**src/rtl/wt_pkg.sv**
```systemverilog
package wt_pkg;

    typedef enum logic [0:0] {
        PND_IDLE = 1'b0,
        PND_SET  = 1'b1
    } pend_state_e;

    // number of low counter bits that must wrap for a given select code
    function automatic int tap_len(input int base, input int step, input int code);
        return base + step * code;
    endfunction

endpackage

```
**src/rtl/wt_prescaler.sv**
```systemverilog
module wt_prescaler #(
    parameter int CNT_W = 15
) (
    input  logic             clk,
    input  logic             rst_n,
    output logic [CNT_W-1:0] cnt_q,
    output logic [CNT_W-1:0] cnt_nxt
);

    always_comb begin
        cnt_nxt = cnt_q + CNT_W'(1);
    end

    always_ff @(posedge clk or negedge rst_n) begin
        if (!rst_n) begin
            cnt_q <= '0;
        end else begin
            cnt_q <= cnt_nxt;
        end
    end


    cnt_free_run_chk: assert property (@(posedge clk) disable iff (!rst_n)
        1'b1 |=> (cnt_q == $past(cnt_q) + CNT_W'(1)));

endmodule

```
**src/rtl/wt_tap_select.sv**
```systemverilog
module wt_tap_select #(
    parameter int BASE_LOG2 = 6,
    parameter int STEP_LOG2 = 3,
    parameter int SEL_W     = 2,
    parameter int CNT_W     = 15
) (
    input  logic             clk,
    input  logic             rst_n,
    input  logic [SEL_W-1:0] sel,
    input  logic [CNT_W-1:0] cnt_nxt,
    output logic [CNT_W-1:0] mask_o,
    output logic             tick_q
);

    localparam int NUM_CODES = 1 << SEL_W;

    logic [CNT_W-1:0] mask_tbl [NUM_CODES];

    for (genvar k = 0; k < NUM_CODES; k++) begin : g_tap
        localparam int LEN = wt_pkg::tap_len(BASE_LOG2, STEP_LOG2, k);
        assign mask_tbl[k] = CNT_W'((64'd1 << LEN) - 64'd1);
    end

    assign mask_o = mask_tbl[sel];

    always_ff @(posedge clk or negedge rst_n) begin
        if (!rst_n) begin
            tick_q <= 1'b0;
        end else begin
            tick_q <= ((cnt_nxt & mask_o) == '0);
        end
    end


    tick_single_cycle_chk: assert property (@(posedge clk) disable iff (!rst_n)
        tick_q |=> !tick_q);

endmodule

```
**src/rtl/wt_pending_fsm.sv**
```systemverilog
module wt_pending_fsm (
    input  logic clk,
    input  logic rst_n,
    input  logic tick_i,
    input  logic clr_i,
    output logic pend_o
);

    import wt_pkg::*;

    pend_state_e state_q;
    pend_state_e state_d;

    always_comb begin
        state_d = state_q;
        unique case (state_q)
            PND_IDLE: if (tick_i) state_d = PND_SET;            // arm
            PND_SET:  if (clr_i && !tick_i) state_d = PND_IDLE; // ack; else hold
            default:  state_d = PND_IDLE;
        endcase
    end

    always_ff @(posedge clk or negedge rst_n) begin
        if (!rst_n) begin
            state_q <= PND_IDLE;
        end else begin
            state_q <= state_d;
        end
    end

    always_comb begin
        pend_o = (state_q == PND_SET);
    end


    arm_on_tick_chk: assert property (@(posedge clk) disable iff (!rst_n)
        tick_i |=> pend_o);


    hold_without_clr_chk: assert property (@(posedge clk) disable iff (!rst_n)
        (pend_o && !clr_i) |=> pend_o);


    ack_on_clr_chk: assert property (@(posedge clk) disable iff (!rst_n)
        (pend_o && clr_i && !tick_i) |=> !pend_o);


    idle_clr_ignored_chk: assert property (@(posedge clk) disable iff (!rst_n)
        (!pend_o && !tick_i) |=> !pend_o);

endmodule

```
**src/rtl/wake_timer.sv**
```systemverilog
module wake_timer #(
    parameter int BASE_LOG2 = 6,
    parameter int STEP_LOG2 = 3,
    parameter int SEL_W     = 2
) (
    input  logic             clk_slow,
    input  logic             rst_n,
    input  logic [SEL_W-1:0] period_sel,
    input  logic             tick_clr,
    output logic             wake_tick,
    output logic             wake_pend
);

    localparam int NUM_CODES = 1 << SEL_W;
    localparam int CNT_W     = BASE_LOG2 + STEP_LOG2 * (NUM_CODES - 1);

    logic [CNT_W-1:0] cnt_q;
    logic [CNT_W-1:0] cnt_nxt;
    logic [CNT_W-1:0] tap_mask;

    wt_prescaler #(.CNT_W(CNT_W)) u_prescaler (
        .clk     (clk_slow),
        .rst_n   (rst_n),
        .cnt_q   (cnt_q),
        .cnt_nxt (cnt_nxt)
    );

    wt_tap_select #(
        .BASE_LOG2 (BASE_LOG2),
        .STEP_LOG2 (STEP_LOG2),
        .SEL_W     (SEL_W),
        .CNT_W     (CNT_W)
    ) u_tap (
        .clk     (clk_slow),
        .rst_n   (rst_n),
        .sel     (period_sel),
        .cnt_nxt (cnt_nxt),
        .mask_o  (tap_mask),
        .tick_q  (wake_tick)
    );

    wt_pending_fsm u_pend (
        .clk    (clk_slow),
        .rst_n  (rst_n),
        .tick_i (wake_tick),
        .clr_i  (tick_clr),
        .pend_o (wake_pend)
    );


    tick_on_wrap_chk: assert property (@(posedge clk_slow) disable iff (!rst_n)
        wake_tick |-> ((cnt_q & $past(tap_mask)) == '0));


    tick_beats_clr_chk: assert property (@(posedge clk_slow) disable iff (!rst_n)
        (wake_tick && tick_clr) |=> wake_pend);

endmodule

```
**config.mk**
```make
export PLATFORM = sky130hd
export DESIGN_NAME = wake_timer
export DESIGN_NICKNAME = d
export VERILOG_FILES = /design/src/rtl/wt_pkg.sv /design/src/rtl/wt_prescaler.sv /design/src/rtl/wt_tap_select.sv /design/src/rtl/wt_pending_fsm.sv /design/src/rtl/wake_timer.sv
export SDC_FILE = /design/constraint.sdc
export NUM_CORES = 1
export LEC_CHECK = 0
export ABC_AREA = 1
export BUFFER_PORTS_ARGS = -buffer_cell sky130_fd_sc_hd__buf_4
export CAP_MARGIN = 20
export CELL_PAD_IN_SITES_DETAIL_PLACEMENT = 0
export CELL_PAD_IN_SITES_GLOBAL_PLACEMENT = 1
export CORE_ASPECT_RATIO = 0.8
export CORE_MARGIN = 3
export CORE_UTILIZATION = 45
export CTS_BUF_LIST = sky130_fd_sc_hd__clkbuf_16
export DETAILED_ROUTE_END_ITERATION = 10
export PLACE_DENSITY = 0.92
export SLEW_MARGIN = 40
export SYNTH_ARGS = -nofsm -noshare
export SYNTH_HDL_FRONTEND = slang
export SYNTH_SLANG_ARGS = --single-unit
```
**constraint.sdc**
```tcl
create_clock -name clk_slow -period 2.45 [get_ports clk_slow]
set_input_delay 0.3675 -clock clk_slow [delete_from_list [all_inputs] [get_ports clk_slow]]
set_output_delay 0.3675 -clock clk_slow [all_outputs]
set_load 0.05 [all_outputs]
```
==> results of run 1 <==
through the flow:
| stage | hold WS (ns) | worst slack, ns | power [uW] | utilization (%) | cell area (sq um) |
|---|---|---|---|---|---|
| 2_1_floorplan | 0.0719 | 1.11 | 288 | - | 1010 |
| 5_1_grt | 0.313 | 0.767 | 643 | 58.6 | 1170 |
| 3_5_place_dp | 0.249 | 0.928 | 300 | 54.1 | 1080 |
| 3_3_place_gp | 0.246 | 0.983 | 300 | 54.1 | 1080 |
| 6_report | 0.299 | 0.938 | 618 | 58.6 | 1170 |
| 4_1_cts | 0.299 | 0.936 | 624 | 58.6 | 1170 |
routing by layer:
metal	global-route usage, %	vias to the layer above	part of all wire, %
met1	24.8	355	52
met5	0	-	0
met2	24.0	18	42
li1	-	440	-
met3	4.76	4	5.1
met4	4.07	0	0.85
cell families after synthesis:
group                      share of synthesized area [%]
AOI/OAI and AO/OA                                   2.24
xor gates and xnor gates                           0.871
buffers and inverters                               8.96
DFF                                                 42.3
adders and majority gates                           2.49
and+or+nand+nor                                     43.2
state kept, by name, indices dropped and copies added (netlist names):
signal / count
u_pend.pend_o: 1
u_prescaler.cnt_q: 15
u_tap.tick_q: 1
power breakdown:
part,switching (uW),internal [uW]
clock,106,217
combinational,8.88,5.86
sequential,0.0000000000000243,281
cell usage in the layout (no fill, tap or decap), types with 3 or more instances in the layout:
cell,netlist,routed
inv_1,24,25
nand4_1,6,6
dfrtp_1,17,17
nor2_2,5,5
nand2_1,42,42
nand3_1,14,14
o21bai_1,3,3
buf_4,0,6
clkbuf_16,0,3
nor2_1,11,11
final cells by class:
type / instances / area share (%)
clock buffers: 3 / 6.42
clock inverters: 1 / 0.321
inverters: 24 / 7.70
multi-input cells: 94 / 41.9
flip-flops and latches: 17 / 36.4
well taps: 24 / 2.57
repair buffers: 7 / 4.71
worst paths after layout:
path                       slack, ns                           start                              to  cells after the start
min                             0.30                        tick_clr         u_pend.pend_o$_DFF_PN0_                      2
min in group asynchronous       0.52                           rst_n  u_prescaler.cnt_q[2]$_DFF_PN0_                      2
max reg2reg                     0.94  u_prescaler.cnt_q[1]$_DFF_PN0_          u_tap.tick_q$_DFF_PN0_                      9
max                             0.94  u_prescaler.cnt_q[1]$_DFF_PN0_          u_tap.tick_q$_DFF_PN0_                      9
min reg2reg                     0.51          u_tap.tick_q$_DFF_PN0_         u_pend.pend_o$_DFF_PN0_                      1
max in group asynchronous       1.74                           rst_n         u_pend.pend_o$_DFF_PN0_                      2
repair_timing:
| item | CTS | global route |
|---|---|---|
| hold buffers | 1 | 0 |
| hold endpoints to repair | 17 | 0 |
| gates resized for setup | 0 | 0 |
==> qor.yml, run 1 <==
run_status:
  outcome: "finished clean"
sta:
  finalCriticalPeriod_ns: 1.51
  min_period_over_period_pct: 61.7
  slew_viol_final: 0
  finalSetupTns_ns: 0
  hold_violations: 0
  slew_headroom_pct: 77.5
  fmax_ghz: 0.661
  worst_pin_slew_ns: 0.336
  setup_viol: 0
  skew_ns: 0.00547
  rsz0062_at_grt: "false"
yosys:
  ys_top_cells_by_count: "nand2_1 (42), inv_1 (24), dfrtp_1 (17), nand3_1 (14), nor2_1 (11)"
  synthArstFlopShare_pct: 100
  syn-cell-area_sq_um: 1010
  synth.avg_cell_area_sq_um: 7.45
  synth_seq_cells: 17
  syn-num-nets: 142
  synth_edf_count: 0
  synthTopCellsByArea: "dfrtp_1 (42%), nand2_1 (16%), inv_1 (9.0%), nand3_1 (7.0%), nor2_1 (4.1%)"
  synth_top_area_share_pct: 42.3
  synth_cell_types: 16
  synth_top_cell_by_area: "dfrtp_1"
  yosysMostFrequentCell: "nand2_1"
  ys_warn_count: 0
  ys_dominant_reg_cell: "dfrtp_1"
  synth-seq-area-share_pct: 42.3
  synthCells: 135
clock_network:
  cts_tree: "built"
  clock_latency_ns: 0.25
  cts_inserted_buffers: 3
  h-tree-depth: 1
  cts_num_sinks: 17
  root_buffer: "clkbuf_16"
  cts_max_path_buffers: 2
  post-cts-setup-buffer-count: 0
  clk_pin_slew_ns: 0.05
global_route:
  grt-ovfl-total: 0
  grt_pass1_vias: 736
  grt_start_max_net_pins: 18
  grt_pass1_wl_um: 3400
  track_usage_pct: 16.7
  antenna_found_initial: 0
die:
  start_util_pct: 50.4
  rows: 14
  die_w_um: 58.9
  die_h_um: 48.3
  die_area_sq_um: 2840
  core_region_area_sq_um: 2000
  ioPinCount: 7
placed_design:
  finalWeightedCongestion: 0.856
  hpwlAfterDp_um: 1530
  dpl.cell_count: 165
  port_buffers: 6
drt:
  wl_um: 2000
  drc: 0
  drt_iter0_markers: 36
  ant_nets: 0
  wl_per_cell_um: 11.8
  drt_pass1_iterations: 4
  vias: 817
  drt-vias-per-instance: 4.81
pwr:
  powerDensity_nw_per_um2: 528
  p_leak_uw: 0.000613
  ir_drop_mv: 0.450
worst_setup_path:
  path_buf_inv: 1
  crit_slowest_cell: "dfrtp_1"
  critPathRequiredTime_ns: 2.63
  arrival_ns: 1.70
  critical_path.max_fanout: 6
  cp-start-kind: "register"
  end_kind: "register"
  worstSetupPathType: "reg2reg"
  critPathTopFamily: "simple AND/OR/NAND/NOR gates"
  slowest_delay_ns: 0.40
  crit_path_cell_trace: "ha_1, inv_1, nor2_4, nand3_1, nand2_1, nor2_1, nor2_1, nand3_1, nor2_2"
finish:
  syn2layout_area_growth_pct: 16.3
  multi_input_area_sq_um: 490
  finalNetCount: 154
  regArea_sq_um: 425
  diodes: 0
  fin_cells: 170
  drive_gt1_share_pct: 15.1
  fill_cells: 196
min_path:
  hold_path_class: "in2reg"
job:
  max-cap-violations: 0
Note: power is estimated with default switching activity, not from simulation.
==> run 2, diff against run 1 <==
CORE_UTILIZATION = 42   (was 45)
PLACE_DENSITY = 0.88   (was 0.92)
clock period = 1.5 ns   (was 2.45 ns; I/O delays follow)
==> run 2 against run 1 <==
The flow now finishes with violations (negative setup slack); via count increased by 9.3%; clock-buffer cell count stayed put; critical path depth decreased by 1; flip-flop and latch count unchanged; highest routed layer unchanged; first-iteration DRC count decreased by 25%; largest power group unchanged; sequential power rose by 63%.
==> qor.yml, run 2 (synthesis gave the netlist of run 1 again) <==
run_status:
  outcome: "finished, violations left"
  violations: "negative setup slack"
worst_setup_path:
  critical_path.max_fanout: 6
  end_kind: "register"
  critPathRequiredTime_ns: 1.69
  arrival_ns: 1.69
  cp-start-kind: "register"
  worstSetupPathType: "reg2reg"
drt:
  drt_pass1_iterations: 4
  drt_iter0_markers: 27
  wl_per_cell_um: 14.0
  drc: 0
  drt-vias-per-instance: 5.13
  ant_nets: 0
  wl_um: 2430
  vias: 893
die:
  core_region_area_sq_um: 2210
  die_h_um: 49.8
  ioPinCount: 7
  start_util_pct: 45.4
  die_area_sq_um: 3020
  die_w_um: 60.7
  rows: 15
placed_design:
  finalWeightedCongestion: 0.796
  dp_slack_ns: 0.0734
  port_buffers: 6
  hpwlAfterDp_um: 1590
min_path:
  hold_path_class: "in2reg"
global_route:
  grt_start_max_net_pins: 18
  antenna_found_initial: 0
  track_usage_pct: 17.8
  grt_pass1_wl_um: 3910
  grt_pass1_vias: 857
  grt-ovfl-total: 0
sta:
  hold_violations: 0
  worst_pin_slew_ns: 0.257
  finalHoldWorstSlack_ns: 0.146
  slew_viol_final: 0
  rsz0062_at_grt: "true"
  setup_slack_ns: -0.00343
  min_period_over_period_pct: 100
  setup_viol: 1
  slew_headroom_pct: 82.9
  finalCriticalPeriod_ns: 1.50
  fmax_ghz: 0.665
  skew_ns: 0.000920
clock_network:
  h-tree-depth: 1
  cts_num_sinks: 17
  cts_inserted_buffers: 3
  clock_latency_ns: 0.25
  root_buffer: "clkbuf_16"
  cts_tree: "built"
  cts_max_path_buffers: 2
  clk_pin_slew_ns: 0.06
finish:
  regArea_sq_um: 427
  regMostFlops: "u_prescaler.cnt_q"
  layout_common_cells: "nand2_1 (41), inv_1 (23), dfrtp_1 (16)"
  diodes: 0
  multi_input_area_sq_um: 563
  fill_cells: 197
  largest_reg_flops: 15
  syn2layout_area_growth_pct: 26.9
  mostFrequentLayoutCell: "nand2_1"
  drive_gt1_share_pct: 25.5
  finalNetCount: 157
pwr:
  powerDensity_nw_per_um2: 816
  ir_drop_mv: 0.554
  p_leak_uw: 0.000640
job:
  max-cap-violations: 0
==> run 2: cell types whose count changed in the layout (fill, tap and decap cells not counted), sizes merged <==
cell / before / now
buf: 6 / 9
clkinv: 0 / 1
inv: 25 / 24
==> run 2: power breakdown <==
| group | internal (uW) | switching, uW | leakage (uW) |
|---|---|---|---|
| sequential | 459 | 0.0000000000000419 | 0.000221 |
| clock | 358 | 200 | 0.0000409 |
| combinational | 9.63 | 16.1 | 0.000378 |
| total | 826 | 216 | 0.000640 |
==> run 2: worst paths after layout <==
| path | startpoint | to | slack, ns | cells past startpoint |
|---|---|---|---|---|
| max | u_prescaler.cnt_q[3]$_DFF_PN0_ | u_tap.tick_q$_DFF_PN0_ | -0.003 | 8 |
| min | tick_clr | u_pend.pend_o$_DFF_PN0_ | 0.15 | 2 |
| max reg2reg | u_prescaler.cnt_q[3]$_DFF_PN0_ | u_tap.tick_q$_DFF_PN0_ | -0.003 | 8 |
| min reg2reg | u_tap.tick_q$_DFF_PN0_ | u_pend.pend_o$_DFF_PN0_ | 0.48 | 1 |
| max in group asynchronous | rst_n | u_prescaler.cnt_q[2]$_DFF_PN0_ | 0.91 | 2 |
| min in group asynchronous | rst_n | u_prescaler.cnt_q[13]$_DFF_PN0_ | 0.38 | 2 |
==> run 2: routing by layer <==
metal  track usage, %  wire length [um]
met1             24.0              1150
met2             25.4              1100
met3             6.54                94
met4             7.58                88
met5                0                 0
==> run 2: stage by stage <==
step	total power (uW)	instance area [sq um]	utilization (%)	std cells	TNS (ns)
after floorplan	471	1010	-	135	0
after global routing	1070	1280	57.6	174	-0.0957
final	1040	1280	57.6	174	-0.00343
after CTS	1040	1190	53.7	173	0
after detailed placement	491	1100	49.5	168	0
after global placement	490	1100	49.5	168	0
==> run 2: area by class of cell <==
| cell class | instances | area share [%] |
|---|---|---|
| clock buffers | 3 | 5.88 |
| clock inverters | 1 | 0.392 |
| inverters | 24 | 7.06 |
| multi-input cells | 94 | 44.1 |
| flip-flops and latches | 17 | 33.4 |
| well taps | 25 | 2.45 |
| repair buffers | 10 | 6.67 |
==> run 2: what timing repair did <==
item | CTS | global route
buffers inserted | 0 | 1
pin swaps | 0 | 10
resized for setup | 1 | 19
endpoints found under the hold margin | 17 | 0
hold buffers | 1 | 0
setup endpoints to repair | 1 | 1
==> run 2: critical path, cell delays in order, from the launching register on <==
cell,delay (ns)
dfrtp_1,0.48
nand2_2,0.16
nor2_4,0.19
nand4_1,0.12
nand2_1,0.11
nor2_2,0.06
nor2_2,0.15
nand3_2,0.09
nor2_2,0.08
